## config.mk

```make
export PLATFORM = sky130hd
export DESIGN_NAME = fault_alert_mgr
export DESIGN_NICKNAME = d
export VERILOG_FILES = /design/src/rtl/fam_pkg.sv /design/src/rtl/fam_event_detect.sv /design/src/rtl/fam_sticky_bank.sv /design/src/rtl/fam_regs.sv /design/src/rtl/fault_alert_mgr.sv
export SDC_FILE = /design/constraint.sdc
export NUM_CORES = 1
export LEC_CHECK = 0
export BUFFER_PORTS_ARGS = -buffer_cell sky130_fd_sc_hd__clkbuf_2
export CAP_MARGIN = 0
export CORE_MARGIN = 2
export CORE_UTILIZATION = 53
export CTS_CLUSTER_SIZE = 40
export DETAILED_ROUTE_END_ITERATION = 10
export PLACE_DENSITY = 0.86
export SLEW_MARGIN = 20
export SYNTH_ARGS = -nofsm -noshare
export SYNTH_HDL_FRONTEND = slang
export SYNTH_HIERARCHICAL = 1
export SYNTH_SLANG_ARGS = --single-unit
```

## constraint.sdc

```tcl
create_clock -name clk -period 3.2 [get_ports clk]
set_clock_uncertainty 0.15 [all_clocks]
set_input_delay 0.32 -clock clk [delete_from_list [all_inputs] [get_ports clk]]
set_output_delay 0.32 -clock clk [all_outputs]
set_load 0.005 [all_outputs]
```

## src/rtl/fam_pkg.sv

```systemverilog
package fam_pkg;
  localparam int DW  = 16;
  localparam int AW  = 4;
  localparam int NEV = 7;

  localparam int E_OC    = 0;
  localparam int E_UV    = 1;
  localparam int E_OV    = 2;
  localparam int E_OT    = 3;
  localparam int E_CB    = 4;
  localparam int E_SHORT = 5;
  localparam int E_CFG   = 6;

  localparam logic [AW-1:0] A_MAIN  = 4'h0;
  localparam logic [AW-1:0] A_INP   = 4'h1;
  localparam logic [AW-1:0] A_TEMP  = 4'h2;
  localparam logic [AW-1:0] A_OTHER = 4'h3;
  localparam logic [AW-1:0] A_VEND  = 4'h4;
  localparam logic [AW-1:0] A_DIAG  = 4'h5;
  localparam logic [AW-1:0] A_MASK  = 4'h6;
  localparam logic [AW-1:0] A_TLIM  = 4'h7;
  localparam logic [AW-1:0] A_CLR   = 4'hF;

  function automatic logic [DW-1:0] view_main(logic [NEV-1:0] s, logic pg);
    logic [DW-1:0] v;
    v = '0;
    v[0] = s[E_OC] | s[E_UV] | s[E_OV];
    v[1] = s[E_OT];
    v[2] = s[E_CB];
    v[3] = s[E_CB] | s[E_SHORT] | s[E_CFG];
    v[4] = ~pg;
    v[5] = s[E_CFG];
    return v;
  endfunction

  function automatic logic [DW-1:0] view_input(logic [NEV-1:0] s);
    logic [DW-1:0] v;
    v = '0;
    v[0] = s[E_OC];
    v[1] = s[E_UV];
    v[2] = s[E_OV];
    return v;
  endfunction

  function automatic logic [DW-1:0] view_temp(logic [NEV-1:0] s);
    logic [DW-1:0] v;
    v = '0;
    v[0] = s[E_OT];
    return v;
  endfunction

  function automatic logic [DW-1:0] view_other(logic [NEV-1:0] s);
    logic [DW-1:0] v;
    v = '0;
    v[0] = s[E_CB];
    return v;
  endfunction

  function automatic logic [DW-1:0] view_vendor(logic [NEV-1:0] s);
    logic [DW-1:0] v;
    v = '0;
    v[0] = s[E_CB];
    v[1] = s[E_SHORT];
    v[2] = s[E_CFG];
    return v;
  endfunction

  function automatic logic [DW-1:0] view_diag(logic [NEV-1:0] s, logic pg);
    logic [DW-1:0] v;
    v = '0;
    v[NEV-1:0] = s;
    v[NEV]     = pg;
    return v;
  endfunction

  function automatic logic alert_level(logic [NEV-1:0] s, logic [NEV-1:0] m);
    return ~|(s & ~m);
  endfunction
endpackage

```

## src/rtl/fam_event_detect.sv

```systemverilog
module fam_event_detect #(
  parameter int TEMP_W   = 8,
  parameter int SENSE_W  = 8,
  parameter int SHORT_MV = 4,
  localparam int TLIM_W  = TEMP_W + 1
) (
  input  logic                    evt_oc_tmo,
  input  logic                    evt_cb,
  input  logic                    lvl_uv,
  input  logic                    lvl_ov,
  input  logic [TEMP_W-1:0]       temp_c,
  input  logic [SENSE_W-1:0]      sense_mv,
  input  logic                    gate_on,
  input  logic [TLIM_W-1:0]       ot_limit,
  output logic [fam_pkg::NEV-1:0] raw_evt
);
  import fam_pkg::*;

  logic ot_hit;
  logic short_hit;

  assign ot_hit    = ({1'b0, temp_c} >= ot_limit);
  assign short_hit = !gate_on && (sense_mv > SENSE_W'(SHORT_MV));

  always_comb begin
    raw_evt          = '0;
    raw_evt[E_OC]    = evt_oc_tmo;
    raw_evt[E_UV]    = lvl_uv;
    raw_evt[E_OV]    = lvl_ov;
    raw_evt[E_OT]    = ot_hit;
    raw_evt[E_CB]    = evt_cb;
    raw_evt[E_SHORT] = short_hit;
    raw_evt[E_CFG]   = 1'b0;
  end
endmodule

```

## src/rtl/fam_sticky_bank.sv

```systemverilog
module fam_sticky_bank #(
  parameter int                 N       = 7,
  parameter logic [N-1:0]       RST_VAL = '0
) (
  input  logic         clk,
  input  logic         rst_n,
  input  logic [N-1:0] raw_evt,
  input  logic         clr_fire,
  output logic [N-1:0] sticky
);
  for (genvar i = 0; i < N; i++) begin : g_bit
    always_ff @(posedge clk or negedge rst_n) begin
      if (!rst_n) sticky[i] <= RST_VAL[i];
      else        sticky[i] <= raw_evt[i] | (sticky[i] & ~clr_fire);
    end
  end
endmodule

```

## src/rtl/fam_regs.sv

```systemverilog
module fam_regs #(
  parameter int  TLIM_W   = 9,
  parameter int  TLIM_RST = 256
) (
  input  logic                    clk,
  input  logic                    rst_n,
  input  logic [fam_pkg::AW-1:0]  reg_addr,
  input  logic                    reg_we,
  input  logic [fam_pkg::DW-1:0]  reg_wdata,
  input  logic [fam_pkg::NEV-1:0] sticky,
  input  logic                    pwr_good,
  output logic [fam_pkg::NEV-1:0] mask_q,
  output logic [TLIM_W-1:0]       lim_q,
  output logic                    clr_fire,
  output logic [fam_pkg::DW-1:0]  reg_rdata
);
  import fam_pkg::*;

  logic              wr_mask;
  logic              wr_lim;
  logic              lim_over;
  logic [TLIM_W-1:0] lim_next;

  assign wr_mask  = reg_we && (reg_addr == A_MASK);
  assign wr_lim   = reg_we && (reg_addr == A_TLIM);
  assign clr_fire = reg_we && (reg_addr == A_CLR);
  assign lim_over = |reg_wdata[DW-1:TLIM_W];
  assign lim_next = lim_over ? {TLIM_W{1'b1}} : reg_wdata[TLIM_W-1:0];

  always_ff @(posedge clk or negedge rst_n) begin
    if (!rst_n) begin
      mask_q <= '0;
      lim_q  <= TLIM_W'(TLIM_RST);
    end else begin
      if (wr_mask) mask_q <= reg_wdata[NEV-1:0];
      if (wr_lim)  lim_q  <= lim_next;
    end
  end

  always_comb begin
    unique case (reg_addr)
      A_MAIN:  reg_rdata = view_main(sticky, pwr_good);
      A_INP:   reg_rdata = view_input(sticky);
      A_TEMP:  reg_rdata = view_temp(sticky);
      A_OTHER: reg_rdata = view_other(sticky);
      A_VEND:  reg_rdata = view_vendor(sticky);
      A_DIAG:  reg_rdata = view_diag(sticky, pwr_good);
      A_MASK:  reg_rdata = DW'(mask_q);
      A_TLIM:  reg_rdata = DW'(lim_q);
      default: reg_rdata = '0;
    endcase
  end
endmodule

```

## src/rtl/fault_alert_mgr.sv

```systemverilog
module fault_alert_mgr #(
  parameter int TEMP_W   = 8,
  parameter int SENSE_W  = 8,
  parameter int SHORT_MV = 4,
  parameter int TLIM_RST = 256
) (
  input  logic                   clk,
  input  logic                   rst_n,
  input  logic                   evt_oc_tmo,
  input  logic                   evt_cb,
  input  logic                   lvl_uv,
  input  logic                   lvl_ov,
  input  logic [TEMP_W-1:0]      temp_c,
  input  logic [SENSE_W-1:0]     sense_mv,
  input  logic                   gate_on,
  input  logic                   pwr_good,
  input  logic [fam_pkg::AW-1:0] reg_addr,
  input  logic                   reg_we,
  input  logic [fam_pkg::DW-1:0] reg_wdata,
  output logic [fam_pkg::DW-1:0] reg_rdata,
  output logic                   alert_n
);
  import fam_pkg::*;

  localparam int            TLIM_W  = TEMP_W + 1;
  localparam logic [NEV-1:0] STK_RST = NEV'(1) << E_CFG;

  logic [NEV-1:0]    raw_evt;
  logic [NEV-1:0]    sticky_q;
  logic [NEV-1:0]    mask_q;
  logic [TLIM_W-1:0] lim_q;
  logic              clr_fire;

  fam_event_detect #(
    .TEMP_W(TEMP_W), .SENSE_W(SENSE_W), .SHORT_MV(SHORT_MV)
  ) u_det (
    .evt_oc_tmo(evt_oc_tmo), .evt_cb(evt_cb), .lvl_uv(lvl_uv), .lvl_ov(lvl_ov),
    .temp_c(temp_c), .sense_mv(sense_mv), .gate_on(gate_on),
    .ot_limit(lim_q), .raw_evt(raw_evt)
  );

  fam_sticky_bank #(.N(NEV), .RST_VAL(STK_RST)) u_bank (
    .clk(clk), .rst_n(rst_n), .raw_evt(raw_evt), .clr_fire(clr_fire),
    .sticky(sticky_q)
  );

  fam_regs #(.TLIM_W(TLIM_W), .TLIM_RST(TLIM_RST)) u_regs (
    .clk(clk), .rst_n(rst_n), .reg_addr(reg_addr), .reg_we(reg_we),
    .reg_wdata(reg_wdata), .sticky(sticky_q), .pwr_good(pwr_good),
    .mask_q(mask_q), .lim_q(lim_q), .clr_fire(clr_fire), .reg_rdata(reg_rdata)
  );

  assign alert_n = alert_level(sticky_q, mask_q);
endmodule

```

Word level (Yosys, flattened, before mapping)
Cells that the tools add are included.
Widths: inputs -> output; s select.
- $lt $le $gt $ge: 2
- reduce and logical (&&, ||, !) cells: 9
- equality and inequality tests: 8
- bitwise operators: 21
- muxes and demuxes: 2
- operators by type and width (operator ; count):
    $pmux 9 s8 ; 1
    $eq 4x3->1 const B ; 4
    $reduce_or 7->1 ; 2
    $or 1x1->1 ; 10
    $ge 8x9->1 ; 1
    $mux 9 ; 1
    $eq 4x2->1 const B ; 2
    $gt 8x3->1 const B ; 1
    $and 1x1->1 ; 7
    $and 7x7->7 ; 1
    $not 7->7 ; 1
    $eq 4x1->1 const B ; 1
    $eq 4x4->1 const B ; 1
    $logic_and 1x1->1 ; 4
    $logic_not 4->1 ; 1
    $logic_not 1->1 ; 2
    $not 1->1 ; 2
- flip-flop bits (word level): 23

Depth between registers and ports, before layout
Gate-level depths: netlist of run 1.
- depth after elaboration: 5
- depth in mapped cells: 7

By module
Netlist of run 1, hierarchy kept.
- by module, submodules not included (module ; cells an instance ; instances ; area each (um2)):
    fam_regs ; 102 ; 1 ; 1093.5
    fam_event_detect ; 38 ; 1 ; 272.8
    fam_sticky_bank ; 15 ; 1 ; 232.7
    fault_alert_mgr ; 11 ; 1 ; 67.6

Least setup slack after synthesis of run 1
Ideal clock, no wire load.
- kind: input to output
- start point: input port reg_addr[0] in the netlist's numbering
- end point: output port reg_rdata[0] in the netlist's numbering
- required time: 2730 ps
- slack: 1478 ps
- buffers on the path: 1
- cell stages on the path: 4
- arrival: 1252 ps
- cells stage by stage: buf_2 > or4_4 > o22ai_1 > a2111o_1
- longest elaborated chain between the ends: 2
- ends and longest elaborated chain (item ; RTL line ; RTL):
    start: declaration ; fault_alert_mgr.sv:17 ; input logic [fam_pkg::AW-1:0] reg_addr,
    $eq 4x3->1, or another cell as far along ; fam_regs.sv:41 ; unique case (reg_addr)
    $pmux 9 s8 (*) ; fam_regs.sv:41 ;
    end: declaration ; fault_alert_mgr.sv:20 ; output logic [fam_pkg::DW-1:0] reg_rdata,
Mark *: on every way between the ends. The rest lies on a longest branch, timed or not.

Worst setup path after layout of run 1
Ends and elaborated chain as after synthesis.

==> qor.txt, run 1 <==
DR pass1 iterations - 4
R2R setup slack - 1.57 ns
F_max - 480 MHz
Slew Limit Fails - 0
Final period util - 65.1%
Num rows - 20
Post-synth EDFFs - 0
Ports - 62
Post-DP Area - 0.00186 mm^2
CP required - 2.73 ns
Clk buf depth - 2
Unrepaired setup endpoints after global routing - false
Starting Density - 55.0%
Hold Path End - u_bank/sticky[1]
TritonCTS clock tree - done
H-tree Lvls - 1
Most common cell in the synthesized netlist - dfrtp_1
Register share of total power - 52.1%
Sw Share - 31.6%
Status - finished, final reports clean
Clk slew on worst S/H paths - 0.12 ns
Clk_lat worst skew - 0.31 ns
Die Y-Extent - 60.1 um
Synth top cells by count - 21 x dfrtp_1, 15 x buf_4, 14 x inv_1
Cts repair resizes - 0
Routability cong. - 0.836
Final Hold Vio Count - 0
Sequential area share after synthesis - 34.7%
CP max FO - 26
Clock root buffer - clkbuf_4
Share of cells above drive strength 1 - 37.3%
TritonCTS Sinks - 23
Net Switching - 237 uW
Clock power frac - 17.9%
Register bit total from synthesis - 23
Area Growth Syn to Fin - 13.9%
WS Path Type - in2out
Cell Area, Synth - 0.00167 mm^2
Synth Flop Type - dfrtp_1
Fin Hold WS - 0.0277 ns
Reg2reg start - u_regs/lim_q[6]
Die ar. - 0.00361 mm^2
Data arrival, critical path - 1.61 ns
Final Critical Period - 2.08 ns
GR Overflow Total - 0
Synthesis Warnings - 6
Relative slew margins - 52.9%
Top cell type's share of synthesized area - 31.5%
HP Class - in2reg
FFs w/ async S/R, synth - 100%
Diodes inserted - 0
MaxCap Viol Count - 0
Setup violators final - 0
Detailed Route WL - 3660 um
Internal - 512 uW
Comb pwr share - 30.0%
Register-to-Register Path Depth - 6
Post-CTS Setup Inserts - 0
Iter 0 DRT Violations - 38
Maximum vdd drop - 0.236 mV
Initial antenna violation count - 0
Fin nets - 263
GRT Total Usage - 21.8%
First-pass GRT wire length - 5820 um
Hold Crit Depth - 2
Die Wd - 60.1 um
Worst Max-Slew Pin Slew - 0.704 ns
Critical path startpoint category - primary input
Distinct cells, synth - 46
DR vias - 1,414
Core Box Area - 0.00303 mm^2
Synth top area cells - dfrtp_1 32%, buf_4 6.8%, mux2_2 6.8%
Min-delay src - lvl_uv
Num CTS Buffers - 3
Layout Cell Area excl Fill - 0.00190 mm^2
Pwr/cell area - 394 mW/mm^2
DR DRC count - 0
Sum of negative setup slack - 0 ns
Vias/cell - 5.59
Post-DP HPWL - 2780 um
Crit path capture type - output port
Synthesized area per cell - 10.0 um^2
Pleak - 0.996 nW
Reg-to-reg endpoint - u_bank/sticky[3]
Final ANT Viol Nets - 0
Area leader, netlist - dfrtp_1
Vias in the first global route - 1,288
Post-synthesis instance total - 166
Routed WL per cell - 14.5 um
Number of I/O port buffers - 54
Largest net degree at the start of global routing - 27
-- placed cells by master (no fill, tap or decap), types with 3 or more instances in the layout --
cell type and n:
a21oi_1 3, o22ai_1 8, inv_1 14, a21o_1 8
o22a_1 9, nand2b_1 3, ha_1 8, conb_1 8
nor2_1 6, clkbuf_4 3, dfrtp_1 21, a22oi_1 5
nor3_1 5, a31oi_1 3, mux2i_1 4, clkbuf_2 54
nand3b_1 3, mux2_2 10
-- cell type report --
class	instances	area (um^2)
well taps	44	55.1
clock inverters	1	5.00
flip-flops and latches	23	578
fillers	267	1130
multi-input cells	112	901
repair buffers	55	280
inverters	15	56.3
clock buffers	3	22.5
-- routing by layer --
metal / part of all wire [%] / GRT usage [%]
met5: 0 / 0
met4: 0.87 / 6.35
met3: 6.2 / 4.55
met2: 49 / 36.8
met1: 44 / 28.0
-- worst max-delay path, cell delays in order --
cell	delay, ns
clkbuf_2	0.31
or4_4	0.61
o22ai_1	0.17
a2111o_1	0.11
clkbuf_2	0.10
-- power by group through the flow --
stage / clock (mW) / combinational (mW) / sequential (mW)
floorplan: 0 / 0.172 / 0.378
global placement: 0 / 0.216 / 0.392
detailed placement: 0 / 0.222 / 0.394
CTS: 0.139 / 0.224 / 0.389
global route: 0.156 / 0.251 / 0.396
finish: 0.134 / 0.225 / 0.390
-- flip-flops by register name, summed over array words and instances, names as in the netlist --
register,cells
u_regs/mask_q,7
u_bank/sticky,7
u_regs/lim_q,9
-- kinds of logic after synthesis --
logic type	count (synthesis)	share of synthesized area, %
fa+ha+maj	8	6.01
flops	23	34.7
compound gates	44	19.6
buf+inv	37	12.6
other cells	2	0.451
simple gates	38	17.5
mux	14	9.16
-- timing repair --
action / 4_1_cts / 5_1_grt
hold buffers: 1 / 0
setup endpoints to repair: 0 / 0
hold endpoints to repair: 21 / 0
-- how the worst max path moves through the flow --
stage | start | end | slack [ns] | cells past startpoint
2_1_floorplan | reg_addr[0] | reg_rdata[0] | 1.48 | 4
4_1_cts | reg_addr[0] | reg_rdata[0] | 1.11 | 5
3_5_place_dp | reg_addr[0] | u_regs/lim_q[1] | 1.08 | 4
6_report | reg_addr[0] | reg_rdata[0] | 1.12 | 5
3_3_place_gp | reg_addr[0] | reg_rdata[0] | 1.12 | 5
5_1_grt | reg_addr[0] | reg_rdata[0] | 1.03 | 5
-- metrics by stage --
step,setup slack (ns),utilization [%],power (mW),instances
final,1.12,62.7,0.748,253
after global routing,1.03,62.7,0.804,253
after CTS,1.11,62.7,0.753,253
after detailed placement,1.08,61.4,0.616,248
after global placement,1.12,61.4,0.608,248
after floorplan,1.48,-,0.550,172
(Power assumes the default switching activity.)
==> inputs of run 2 (changes only) <==
CORE_UTILIZATION = 49   (was 53)
PLACE_DENSITY = 0.81   (was 0.86)
clock period = 2.15 ns   (was 3.2 ns; I/O delays follow)
==> run 2 against run 1 <==
Net effect: first-iteration DRC count increased by 120%; critical path type is now reg2out; hold slack lost 0.0078 ns; count of clock-buffer cells in the layout rose by 1; final area increased by 7.7%; cell count rose by 6.7%; power grew 53%; largest power group unchanged; clock power grew 51%; via count increased by 6.2%; non-clock buffer count up 15.
==> qor.txt, run 2 (synthesis results as in run 1) <==
Status - finished, final reports clean
Critical path startpoint category - flop
Clk slew on worst S/H paths - 0.12 ns (about the same)
Iter 0 DRT Violations - 84 (+120%)
Power Total - 1.14 mW (+53%)
Pwr/cell area - 559 mW/mm^2 (+42%)
Post-CTS Setup Inserts - 0 (unchanged)
Pre-CTS setup slack - 0.317 ns (-0.765 ns)
Die Y-Extent - 62.3 um (+3.7%)
Most frequent cells in the layout - 54 x clkbuf_2, 21 x dfrtp_1, 14 x inv_1, 14 x dlygate4sd3_1, 10 x mux2_2
Worst Max-Slew Pin Slew - 0.630 ns (-0.0745 ns)
Final Hold Vio Count - 0 (unchanged)
Die Wd - 62.3 um (+3.7%)
Fin Hold WS - 0.0199 ns (-0.00777 ns)
Multi-input logic area - 901 um^2 (unchanged)
Post-DP Area - 0.00188 mm^2 (+0.94%)
Biggest regs - u_regs/lim_q x9, u_bank/sticky x7, u_regs/mask_q x7
Diodes inserted - 0 (unchanged)
DR DRC count - 0 (unchanged)
Layout Cell Area excl Fill - 0.00204 mm^2 (+7.7%)
Clk buf depth - 2 (unchanged)
Largest register FFs - 9 (unchanged)
CP max FO - 6 (-77%)
Cts repair resizes - 0 (unchanged)
F_max - 509 MHz
Maximum vdd drop - 0.372 mV (+58%)
First-pass GRT wire length - 6480 um (+11%)
DR pass1 iterations - 4 (unchanged)
Pleak - 1.06 nW (+6.1%)
Final period util - 91.4%
CP required - 1.78 ns (-0.95 ns)
Vias/cell - 5.56 (-0.53%)
Detailed Route WL - 3710 um (+1.4%)
Area Growth Syn to Fin - 22.7%
Number of I/O port buffers - 54 (unchanged)
HP Class - in2reg
TritonCTS clock tree - done
Slew Limit Fails - 0 (unchanged)
Final Critical Period - 1.97 ns
DR vias - 1,501 (+6.2%)
Fill cells - 290 (+8.6%)
Clock root buffer - clkbuf_4
Largest net degree at the start of global routing - 24 (-11%)
Fin nets - 278 (+5.7%)
TritonCTS Sinks - 23 (unchanged)
Starting Density - 50.3% (-4.7 points)
GRT Total Usage - 20.5% (-1.2 points)
MaxCap Viol Count - 0 (unchanged)
Worst setup margin - 0.185 ns (-0.931 ns)
Unrepaired setup endpoints after global routing - false
Crit path capture type - output port
Final ANT Viol Nets - 0 (unchanged)
GR Overflow Total - 0 (unchanged)
Ports - 62 (unchanged)
Seq. cell area - 578 um^2 (unchanged)
Sum of negative setup slack - 0 ns (unchanged)
Routed WL per cell - 13.7 um (-5.0%)
Commonest non-fill, non-tap cell in the layout - clkbuf_2
Num rows - 21 (+5.0%)
Setup violators final - 0 (unchanged)
Cts hold-fix bufs - 14 (+13)
Initial antenna violation count - 0 (unchanged)
Vias in the first global route - 1,437 (+12%)
Num CTS Buffers - 3 (unchanged)
Share of cells above drive strength 1 - 35.3% (-2.1 points)
Core Box Area - 0.00331 mm^2 (+9.3%)
Data arrival, critical path - 1.60 ns (about the same)
Die ar. - 0.00388 mm^2 (+7.6%)
Clk_lat worst skew - 0.31 ns (about the same)
Relative slew margins - 57.9% (+5.0 points)
WS Path Type - reg2out
H-tree Lvls - 1 (unchanged)
Biggest register - u_regs/lim_q
Post-DP HPWL - 2880 um (+3.7%)
Routability cong. - 0.814 (-2.6%)
-- run 2: where the power goes --
group	switching (mW)	leakage [nW]	internal, mW
registers	0.0761	0.244	0.507
clock network	0.130	0.0150	0.0726
logic	0.154	0.798	0.203
total	0.360	1.06	0.783
-- run 2: worst max-delay path: stages (launching register included) --
cell,delay [ns]
dfstp_2,0.61
nor4b_1,0.28
a41oi_1,0.08
o22ai_1,0.17
clkbuf_2,0.15
-- run 2: path summary, 6_finish.rpt --
kind                       slack (ns)                to              from  depth (start not counted)
min in group asynchronous        0.26  u_bank/sticky[0]             rst_n                          2
setup reg to reg                 0.51  u_bank/sticky[3]   u_regs/lim_q[6]                          6
setup / recovery                 0.18      reg_rdata[5]  u_bank/sticky[6]                          4
max in group asynchronous        1.22   u_regs/lim_q[8]             rst_n                          2
hold / removal                   0.02  u_bank/sticky[5]           gate_on                          3
hold reg to reg                  0.40  u_regs/mask_q[1]  u_regs/mask_q[1]                          1
-- run 2: metal layers --
metal  vias to the layer above  global-route usage, %  routed length, um
met5                         -                      0                  0
met4                         0                   6.94                 54
met3                         6                   2.90                241
met2                        80                   36.5               1860
met1                       707                   25.6               1550
li1                        708                      -                  -
-- run 2: cell type report --
type / instances / area share [%]
Clock buffer: 4 / 1.29
Inverter: 15 / 2.75
Multi-Input combinational cell: 112 / 44.1
Sequential cell: 23 / 28.3
Tap cell: 46 / 2.82
Timing Repair Buffer: 70 / 20.8
-- run 2: metrics by stage --
step,instances,utilization [%]
after floorplan,172,-
after global placement,252,56.7
after detailed placement,252,56.7
after CTS,270,61.8
after global routing,270,61.8
final,270,61.8
